## src/rtl/msi_pkg.sv

```systemverilog
package msi_pkg;
  typedef enum logic [3:0] {
    ST_I, ST_S, ST_M,
    ST_IS_D, ST_IS_DI,
    ST_SM_W, ST_IM_W,
    ST_MI_A, ST_SI_A, ST_II_A
  } line_st_e;

  localparam logic [1:0] OP_LD = 2'd0;
  localparam logic [1:0] OP_ST = 2'd1;
  localparam logic [1:0] OP_EV = 2'd2;

  localparam logic [1:0] RQ_GETS = 2'd0;
  localparam logic [1:0] RQ_GETM = 2'd1;
  localparam logic [1:0] RQ_PUTM = 2'd2;

  localparam logic [1:0] FW_GETS = 2'd0;
  localparam logic [1:0] FW_GETM = 2'd1;
  localparam logic [1:0] FW_INV  = 2'd2;

  localparam logic [1:0] RS_DATA   = 2'd0;
  localparam logic [1:0] RS_ACK    = 2'd1;
  localparam logic [1:0] RS_PUTACK = 2'd2;
endpackage

```

## src/rtl/msi_ack_track.sv

```systemverilog
module msi_ack_track #(
  parameter int ACK_W = 2
) (
  input  logic             clk,
  input  logic             rst,
  input  logic             clr,
  input  logic             data_fire,
  input  logic [ACK_W-1:0] data_need,
  input  logic             ack_fire,
  output logic             complete
);
  logic             have_data;
  logic [ACK_W-1:0] need_q;
  logic [ACK_W-1:0] got_q;

  always_ff @(posedge clk) begin
    if (rst || clr) begin
      have_data <= 1'b0;
      need_q    <= '0;
      got_q     <= '0;
    end else begin
      if (data_fire) begin
        have_data <= 1'b1;
        need_q    <= data_need;
      end
      if (ack_fire) got_q <= got_q + 1'b1;
    end
  end

  assign complete = have_data && (got_q == need_q);


  ack_bound_chk: assert property (@(posedge clk) disable iff (rst)
    have_data |-> (got_q <= need_q));
endmodule

```

## src/rtl/msi_tx_reg.sv

```systemverilog
module msi_tx_reg #(
  parameter int PW = 8
) (
  input  logic          clk,
  input  logic          rst,
  input  logic          fire,
  input  logic [PW-1:0] payload,
  output logic          valid,
  output logic [PW-1:0] q
);
  always_ff @(posedge clk) begin
    if (rst) begin
      valid <= 1'b0;
      q     <= '0;
    end else begin
      valid <= fire;
      if (fire) q <= payload;
    end
  end
endmodule

```

## src/rtl/msi_line_ctrl.sv

```systemverilog
module msi_line_ctrl
  import msi_pkg::*;
#(
  parameter int DATA_W = 8,
  parameter int NODE_W = 2,
  parameter int ACK_W  = 2
) (
  input  logic              clk,
  input  logic              rst,
  input  logic              cpu_req_valid,
  input  logic [1:0]        cpu_req_op,
  input  logic [DATA_W-1:0] cpu_wdata,
  output logic              cpu_stall,
  output logic              cpu_done,
  output logic [DATA_W-1:0] cpu_rdata,
  output logic              req_out_valid,
  output logic [1:0]        req_out_type,
  output logic [DATA_W-1:0] req_out_data,
  input  logic              fwd_in_valid,
  input  logic [1:0]        fwd_in_type,
  input  logic [NODE_W-1:0] fwd_in_src,
  output logic              fwd_take,
  input  logic              rsp_in_valid,
  input  logic [1:0]        rsp_in_type,
  input  logic [ACK_W-1:0]  rsp_in_acks,
  input  logic [DATA_W-1:0] rsp_in_data,
  output logic              rsp_take,
  output logic              rsp_out_valid,
  output logic [1:0]        rsp_out_type,
  output logic [NODE_W-1:0] rsp_out_dst,
  output logic [DATA_W-1:0] rsp_out_data,
  output logic              home_out_valid,
  output logic [DATA_W-1:0] home_out_data
);
  localparam int REQ_PW = 2 + DATA_W;
  localparam int RSP_PW = 2 + NODE_W + DATA_W;

  line_st_e          state, state_nx;
  logic [DATA_W-1:0] word, word_nx, pend_wd, pend_nx, rdata_nx;
  logic              done_nx;
  logic              req_fire, rsp_fire, home_fire;
  logic [1:0]        req_type, rsp_type;
  logic [NODE_W-1:0] rsp_dst;
  logic [DATA_W-1:0] rsp_data;
  logic              trk_clr, trk_data, trk_ack, trk_complete;
  logic              stable, waiting_own, cpu_acc, own_done, rsp_go, fwd_ok, fwd_go;

  assign stable      = (state == ST_I) || (state == ST_S) || (state == ST_M);
  assign waiting_own = (state == ST_SM_W) || (state == ST_IM_W);
  assign cpu_acc     = cpu_req_valid && stable;
  assign own_done    = waiting_own && trk_complete;
  assign rsp_go      = !cpu_acc && !own_done && rsp_in_valid;

  always_comb begin
    if (fwd_in_type == FW_INV) fwd_ok = (state != ST_IM_W) && (state != ST_M) && (state != ST_MI_A);
    else                       fwd_ok = (state == ST_M) || (state == ST_MI_A);
  end
  assign fwd_go   = !cpu_acc && !own_done && !rsp_in_valid && fwd_in_valid && fwd_ok;
  assign rsp_take = rsp_go;
  assign fwd_take = fwd_go;

  always_comb begin
    state_nx = state;   word_nx  = word;   pend_nx  = pend_wd;
    done_nx  = 1'b0;    rdata_nx = cpu_rdata;
    req_fire = 1'b0;    req_type = RQ_GETS;
    rsp_fire = 1'b0;    rsp_type = RS_DATA; rsp_dst = fwd_in_src; rsp_data = word;
    home_fire = 1'b0;
    trk_clr = 1'b0;     trk_data = 1'b0;    trk_ack = 1'b0;
    if (cpu_acc) begin
      case (state)
        ST_I: begin
          if (cpu_req_op == OP_LD) begin
            req_fire = 1'b1; req_type = RQ_GETS; state_nx = ST_IS_D;
          end else if (cpu_req_op == OP_ST) begin
            req_fire = 1'b1; req_type = RQ_GETM; pend_nx = cpu_wdata;
            trk_clr = 1'b1;  state_nx = ST_IM_W;
          end else done_nx = 1'b1;
        end
        ST_S: begin
          if (cpu_req_op == OP_LD) begin
            done_nx = 1'b1; rdata_nx = word;
          end else if (cpu_req_op == OP_ST) begin
            req_fire = 1'b1; req_type = RQ_GETM; pend_nx = cpu_wdata;
            trk_clr = 1'b1;  state_nx = ST_SM_W;
          end else begin
            done_nx = 1'b1; state_nx = ST_I;
          end
        end
        default: begin
          if (cpu_req_op == OP_LD) begin
            done_nx = 1'b1; rdata_nx = word;
          end else if (cpu_req_op == OP_ST) begin
            done_nx = 1'b1; word_nx = cpu_wdata;
          end else begin
            req_fire = 1'b1; req_type = RQ_PUTM; state_nx = ST_MI_A;
          end
        end
      endcase
    end else if (own_done) begin
      word_nx = pend_wd; done_nx = 1'b1; state_nx = ST_M;
    end else if (rsp_go) begin
      if (rsp_in_type == RS_DATA) begin
        if (state == ST_IS_D) begin
          word_nx = rsp_in_data; rdata_nx = rsp_in_data; done_nx = 1'b1; state_nx = ST_S;
        end else if (state == ST_IS_DI) begin
          rdata_nx = rsp_in_data; done_nx = 1'b1; state_nx = ST_I;
        end else if (waiting_own) trk_data = 1'b1;
      end else if (rsp_in_type == RS_ACK) begin
        if (waiting_own) trk_ack = 1'b1;
      end else if (rsp_in_type == RS_PUTACK) begin
        if ((state == ST_MI_A) || (state == ST_SI_A) || (state == ST_II_A)) begin
          done_nx = 1'b1; state_nx = ST_I;
        end
      end
    end else if (fwd_go) begin
      rsp_fire = 1'b1;
      if (fwd_in_type == FW_INV) begin
        rsp_type = RS_ACK;
        case (state)
          ST_S:    state_nx = ST_I;
          ST_IS_D: state_nx = ST_IS_DI;
          ST_SM_W: state_nx = ST_IM_W;
          ST_SI_A: state_nx = ST_II_A;
          default: state_nx = state;
        endcase
      end else if (fwd_in_type == FW_GETS) begin
        home_fire = 1'b1;
        state_nx  = (state == ST_M) ? ST_S : ST_SI_A;
      end else begin
        state_nx  = (state == ST_M) ? ST_I : ST_II_A;
      end
    end
  end

  always_ff @(posedge clk) begin
    if (rst) begin
      state     <= ST_I;
      word      <= '0;
      pend_wd   <= '0;
      cpu_done  <= 1'b0;
      cpu_rdata <= '0;
      cpu_stall <= 1'b0;
    end else begin
      state     <= state_nx;
      word      <= word_nx;
      pend_wd   <= pend_nx;
      cpu_done  <= done_nx;
      cpu_rdata <= rdata_nx;
      cpu_stall <= !((state_nx == ST_I) || (state_nx == ST_S) || (state_nx == ST_M));
    end
  end

  msi_ack_track #(.ACK_W(ACK_W)) u_acks (
    .clk(clk), .rst(rst), .clr(trk_clr), .data_fire(trk_data),
    .data_need(rsp_in_acks), .ack_fire(trk_ack), .complete(trk_complete));

  msi_tx_reg #(.PW(REQ_PW)) u_req_tx (
    .clk(clk), .rst(rst), .fire(req_fire), .payload({req_type, word}),
    .valid(req_out_valid), .q({req_out_type, req_out_data}));

  msi_tx_reg #(.PW(RSP_PW)) u_rsp_tx (
    .clk(clk), .rst(rst), .fire(rsp_fire), .payload({rsp_type, rsp_dst, rsp_data}),
    .valid(rsp_out_valid), .q({rsp_out_type, rsp_out_dst, rsp_out_data}));

  msi_tx_reg #(.PW(DATA_W)) u_home_tx (
    .clk(clk), .rst(rst), .fire(home_fire), .payload(word),
    .valid(home_out_valid), .q(home_out_data));


  home_copy_chk: assert property (@(posedge clk) disable iff (rst)
    home_out_valid |-> (rsp_out_valid && rsp_out_type == RS_DATA && rsp_out_data == home_out_data));

  owner_data_chk: assert property (@(posedge clk) disable iff (rst)
    (rsp_out_valid && rsp_out_type == RS_DATA) |-> ($past(state) == ST_M || $past(state) == ST_MI_A));

  putm_chk: assert property (@(posedge clk) disable iff (rst)
    (req_out_valid && req_out_type == RQ_PUTM) |-> (state == ST_MI_A || state == ST_SI_A || state == ST_II_A));

  done_stable_chk: assert property (@(posedge clk) disable iff (rst)
    cpu_done |-> (state == ST_I || state == ST_S || state == ST_M));

  slot_take_chk: assert property (@(posedge clk) disable iff (rst)
    (fwd_take |-> fwd_in_valid) and (rsp_take |-> rsp_in_valid) and !(fwd_take && rsp_take));
endmodule

```

## config.mk

```make
export PLATFORM = sky130hd
export DESIGN_NAME = msi_line_ctrl
export DESIGN_NICKNAME = d
export VERILOG_FILES = /design/src/rtl/msi_pkg.sv /design/src/rtl/msi_ack_track.sv /design/src/rtl/msi_tx_reg.sv /design/src/rtl/msi_line_ctrl.sv
export SDC_FILE = /design/constraint.sdc
export NUM_CORES = 1
export LEC_CHECK = 0
export ABC_AREA = 1
export BUFFER_PORTS_ARGS = -buffer_cell sky130_fd_sc_hd__buf_2
export CAP_MARGIN = 20
export CORE_MARGIN = 3
export CORE_UTILIZATION = 40
export DETAILED_ROUTE_END_ITERATION = 10
export PLACE_DENSITY = 0.6
export SYNTH_ARGS = -nofsm -noshare
export SYNTH_HDL_FRONTEND = slang
export SYNTH_HIERARCHICAL = 1
export SYNTH_SLANG_ARGS = --single-unit
```

## constraint.sdc

```tcl
create_clock -name clk -period 2.2 [get_ports clk]
set_input_delay 0.33 -clock clk [delete_from_list [all_inputs] [get_ports clk]]
set_output_delay 0.33 -clock clk [all_outputs]
set_load 0.005 [all_outputs]
```

==> flow_summary.yaml <==
floorplanning:
  dieArea_um2: 9550
  die_h_um: 97.7
  floorplan.core_area_um2: 7930
  floorplan.initialDensity: 0.424
  fp.dieW_um: 97.7
  num_rows: 32
  design.portCount: 76
power_and_ir_drop:
  ir_drop_mv: 0.469
  fin_total_pwr_mw: 3.04
  power_per_cell_area_nw_per_um2: 757
  static-leakage-power_nw: 1.94
global_route:
  grt_pass1_vias: 3084
  largest_net_degree_at_the_start_of_global_routing: 28
  grt_pass1_wl_um: 15300
  track_usage: 0.196
  total_overflow_reported_by_the_global_router: 0
  grt_antenna_before_repair: 0
drt:
  ant_nets: 0
  drc_errors: 0
  dr_total_vias: 3325
  via_per_inst: 4.72
  drt-pass1-iter-count: 5
  drtIter0Drc: 200
  finalWirelength_um: 8990
  route.detailed.wl_per_inst_um: 12.8
setup_path:
  critical_path_start_type: "flip-flop"
  worst_setup_path_end_kind: "output pin"
  critical_path_class: "flip-flop to output pin"
  critical_path_required_ps: 1870
  crit_arrival_ps: 1770
  count_of_cells_along_the_worst_register_to_register_path: 9
  worst-r2r-setup-slack_ps: 250
  timing.critical_path.fanout_max: 11
finish:
  final_cells: 704
  final_layout_size_suffix_gt1_frac: 0.218
  final.fill_count: 852
  number_of_diodes_added_for_antenna_fixing: 0
  layout.cells.most_common: "sky130_fd_sc_hd__nand2_1"
  final_cell_area_um2: 4020
  net_count_of_the_finished_layout: 628
  layout_common_cells: "154 x sky130_fd_sc_hd__nand2_1, 94 x sky130_fd_sc_hd__nor2_1, 75 x sky130_fd_sc_hd__buf_2"
  areaGrowthSynthToFinish_pct: 19.5
sta:
  timing.final.crit_period_ps: 2100
  hold_viol_final: 0
  whs_ps: 219
  maximum_frequency_from_static_timing_analysis_mhz: 476
  worst_clock_skew_ps: 8.51
  slew_violations: 0
  timing.final.crit_share: 0.956
  finalSetupViolCount: 0
  tightestPinTransition_ps: 718
  timing.max_slew.rel_slack: 0.521
yosys:
  synth_area_leader_cell: "sky130_fd_sc_hd__dfxtp_1"
  yosys.area.top_type_share: 0.405
  postSynthNetCount: 548
  syn-instance-count: 517
  synth-seq-cells: 68
  postSynthAreaPerCell_um2: 6.51
  synthesis.area_um2: 3360
  synth.area.top_cells: "sky130_fd_sc_hd__dfxtp_1 40%, sky130_fd_sc_hd__nand2_1 17%, sky130_fd_sc_hd__nor2_1 11%"
  sequential_to_total_area_share_from_yosys_stat: 0.405
  post_synth_num_cell_types: 32
  yosysWarnings: 6
hold_path:
  min_path_cells: 3
  hp_class: "input pin to flip-flop"
clock_network:
  postCtsSetupRepairBufs: 0
  htree_levels: 3
  clockBufferDepth: 2
  worst_setup_hold_path_clk_slew_ps: 70
  clock_sinks: 68
  tritoncts: "done"
  cts_made_buffers: 9
  hold_buffers: 0
  insertion_delay_ps: 350
  cts_root_buffer: "sky130_fd_sc_hd__clkbuf_8"
place:
  area_after_dpl_um2: 3800
  post-dp-hpwl_um: 6770
  gpl.final_weighted_congestion: 0.920
  placed_cells: 688
  io_buffers: 75
outcome:
  outcome: "completed"
job:
  drv_cap: 0
## kinds of logic after synthesis
family | count (synthesis) | share of synthesized area
buffers and inverters | 90 | 0.124
flip-flops | 68 | 0.405
other | 1 | 0.00111
AO/OA/AOI/OAI | 68 | 0.112
AND/OR/NAND/NOR | 290 | 0.358
## synthesized netlist by cell type (all sizes together)
library cell    n
buf            12
dfxtp          68
inv            72
nand3          17
o21ai          36
conb            1
nand4           3
clkbuf          3
a21oi          18
and2            1
nor3            2
and3b           1
o211ai          2
o31ai           1
nor2          109
clkinv          3
a31oi           9
nand2         156
o21bai          1
nor4            1
o22ai           1
## through the flow
step / setup WS (ps) / setup TNS (ps) / util
2_1_floorplan: 519 / 0 / -
3_3_place_gp: 165 / 0 / 0.479
3_5_place_dp: 175 / 0 / 0.479
4_1_cts: 64.6 / 0 / 0.505
5_1_grt: -0.604 / -0.604 / 0.507
6_report: 97.8 / 0 / 0.507
## worst max-delay path: stages, from the launching register on
cell and delay, ps:
sky130_fd_sc_hd__dfxtp_1 400, sky130_fd_sc_hd__nor2_2 310, sky130_fd_sc_hd__nand3_2 200, sky130_fd_sc_hd__nand2_1 130, sky130_fd_sc_hd__inv_2 110, sky130_fd_sc_hd__nand2_4 130, sky130_fd_sc_hd__inv_1 40, sky130_fd_sc_hd__buf_2 120
## where the power goes
| group | total (mW) | internal (mW) | switching (mW) |
|---|---|---|---|
| sequential | 1.39 | 1.32 | 0.0729 |
| clock | 1.06 | 0.582 | 0.476 |
| combinational | 0.593 | 0.219 | 0.374 |
| total | 3.04 | 2.12 | 0.923 |
## layer usage
metal	up-vias	part of all wire	GRT usage
met4	0	0.0093	0.0415
met1	1479	0.51	0.286
met3	5	0.055	0.0495
met2	99	0.43	0.293
li1	1742	-	-
met5	-	0	0
## area by class of cell
type | instances | area, um2 | share of cell area
timing repair buffer | 84 | 443 | 0.110
sequential | 68 | 1360 | 0.339
tap | 102 | 128 | 0.0317
clock inverter | 4 | 47.5 | 0.0118
multi-input combinational | 359 | 1600 | 0.399
inverter | 75 | 282 | 0.0700
clock buffer | 12 | 155 | 0.0386
## registers in the layout, indices dropped and copies added (netlist names)
name	count
u_rsp_tx/q	12
u_req_tx/q	10
cpu_rdata	8
pend_wd	8
rsp_data	8
u_home_tx/q	8
state	4
u_acks/got_q	2
u_acks/need_q	2
cpu_done	1
cpu_stall	1
u_acks/have_data	1
u_home_tx/valid	1
u_req_tx/valid	1
u_rsp_tx/valid	1
## path summary, 6_finish.rpt
kind	from	to
min	rsp_in_acks[1]	u_acks/need_q[1]$_SDFFE_PP0P_
max reg2reg	state[3]$_SDFF_PP0_	rsp_data[1]$_SDFFE_PP0P_
max	state[3]$_SDFF_PP0_	rsp_take
min reg2reg	u_rsp_tx/q[4]$_SDFFE_PP0P_	u_rsp_tx/q[4]$_SDFFE_PP0P_
## timing repair
item / CTS / global route
resized for setup: 0 / 6
hold endpoints to repair: 0 / 0
setup endpoints to repair: 0 / 7
No activity file was read; power rests on OpenSTA's default activity.
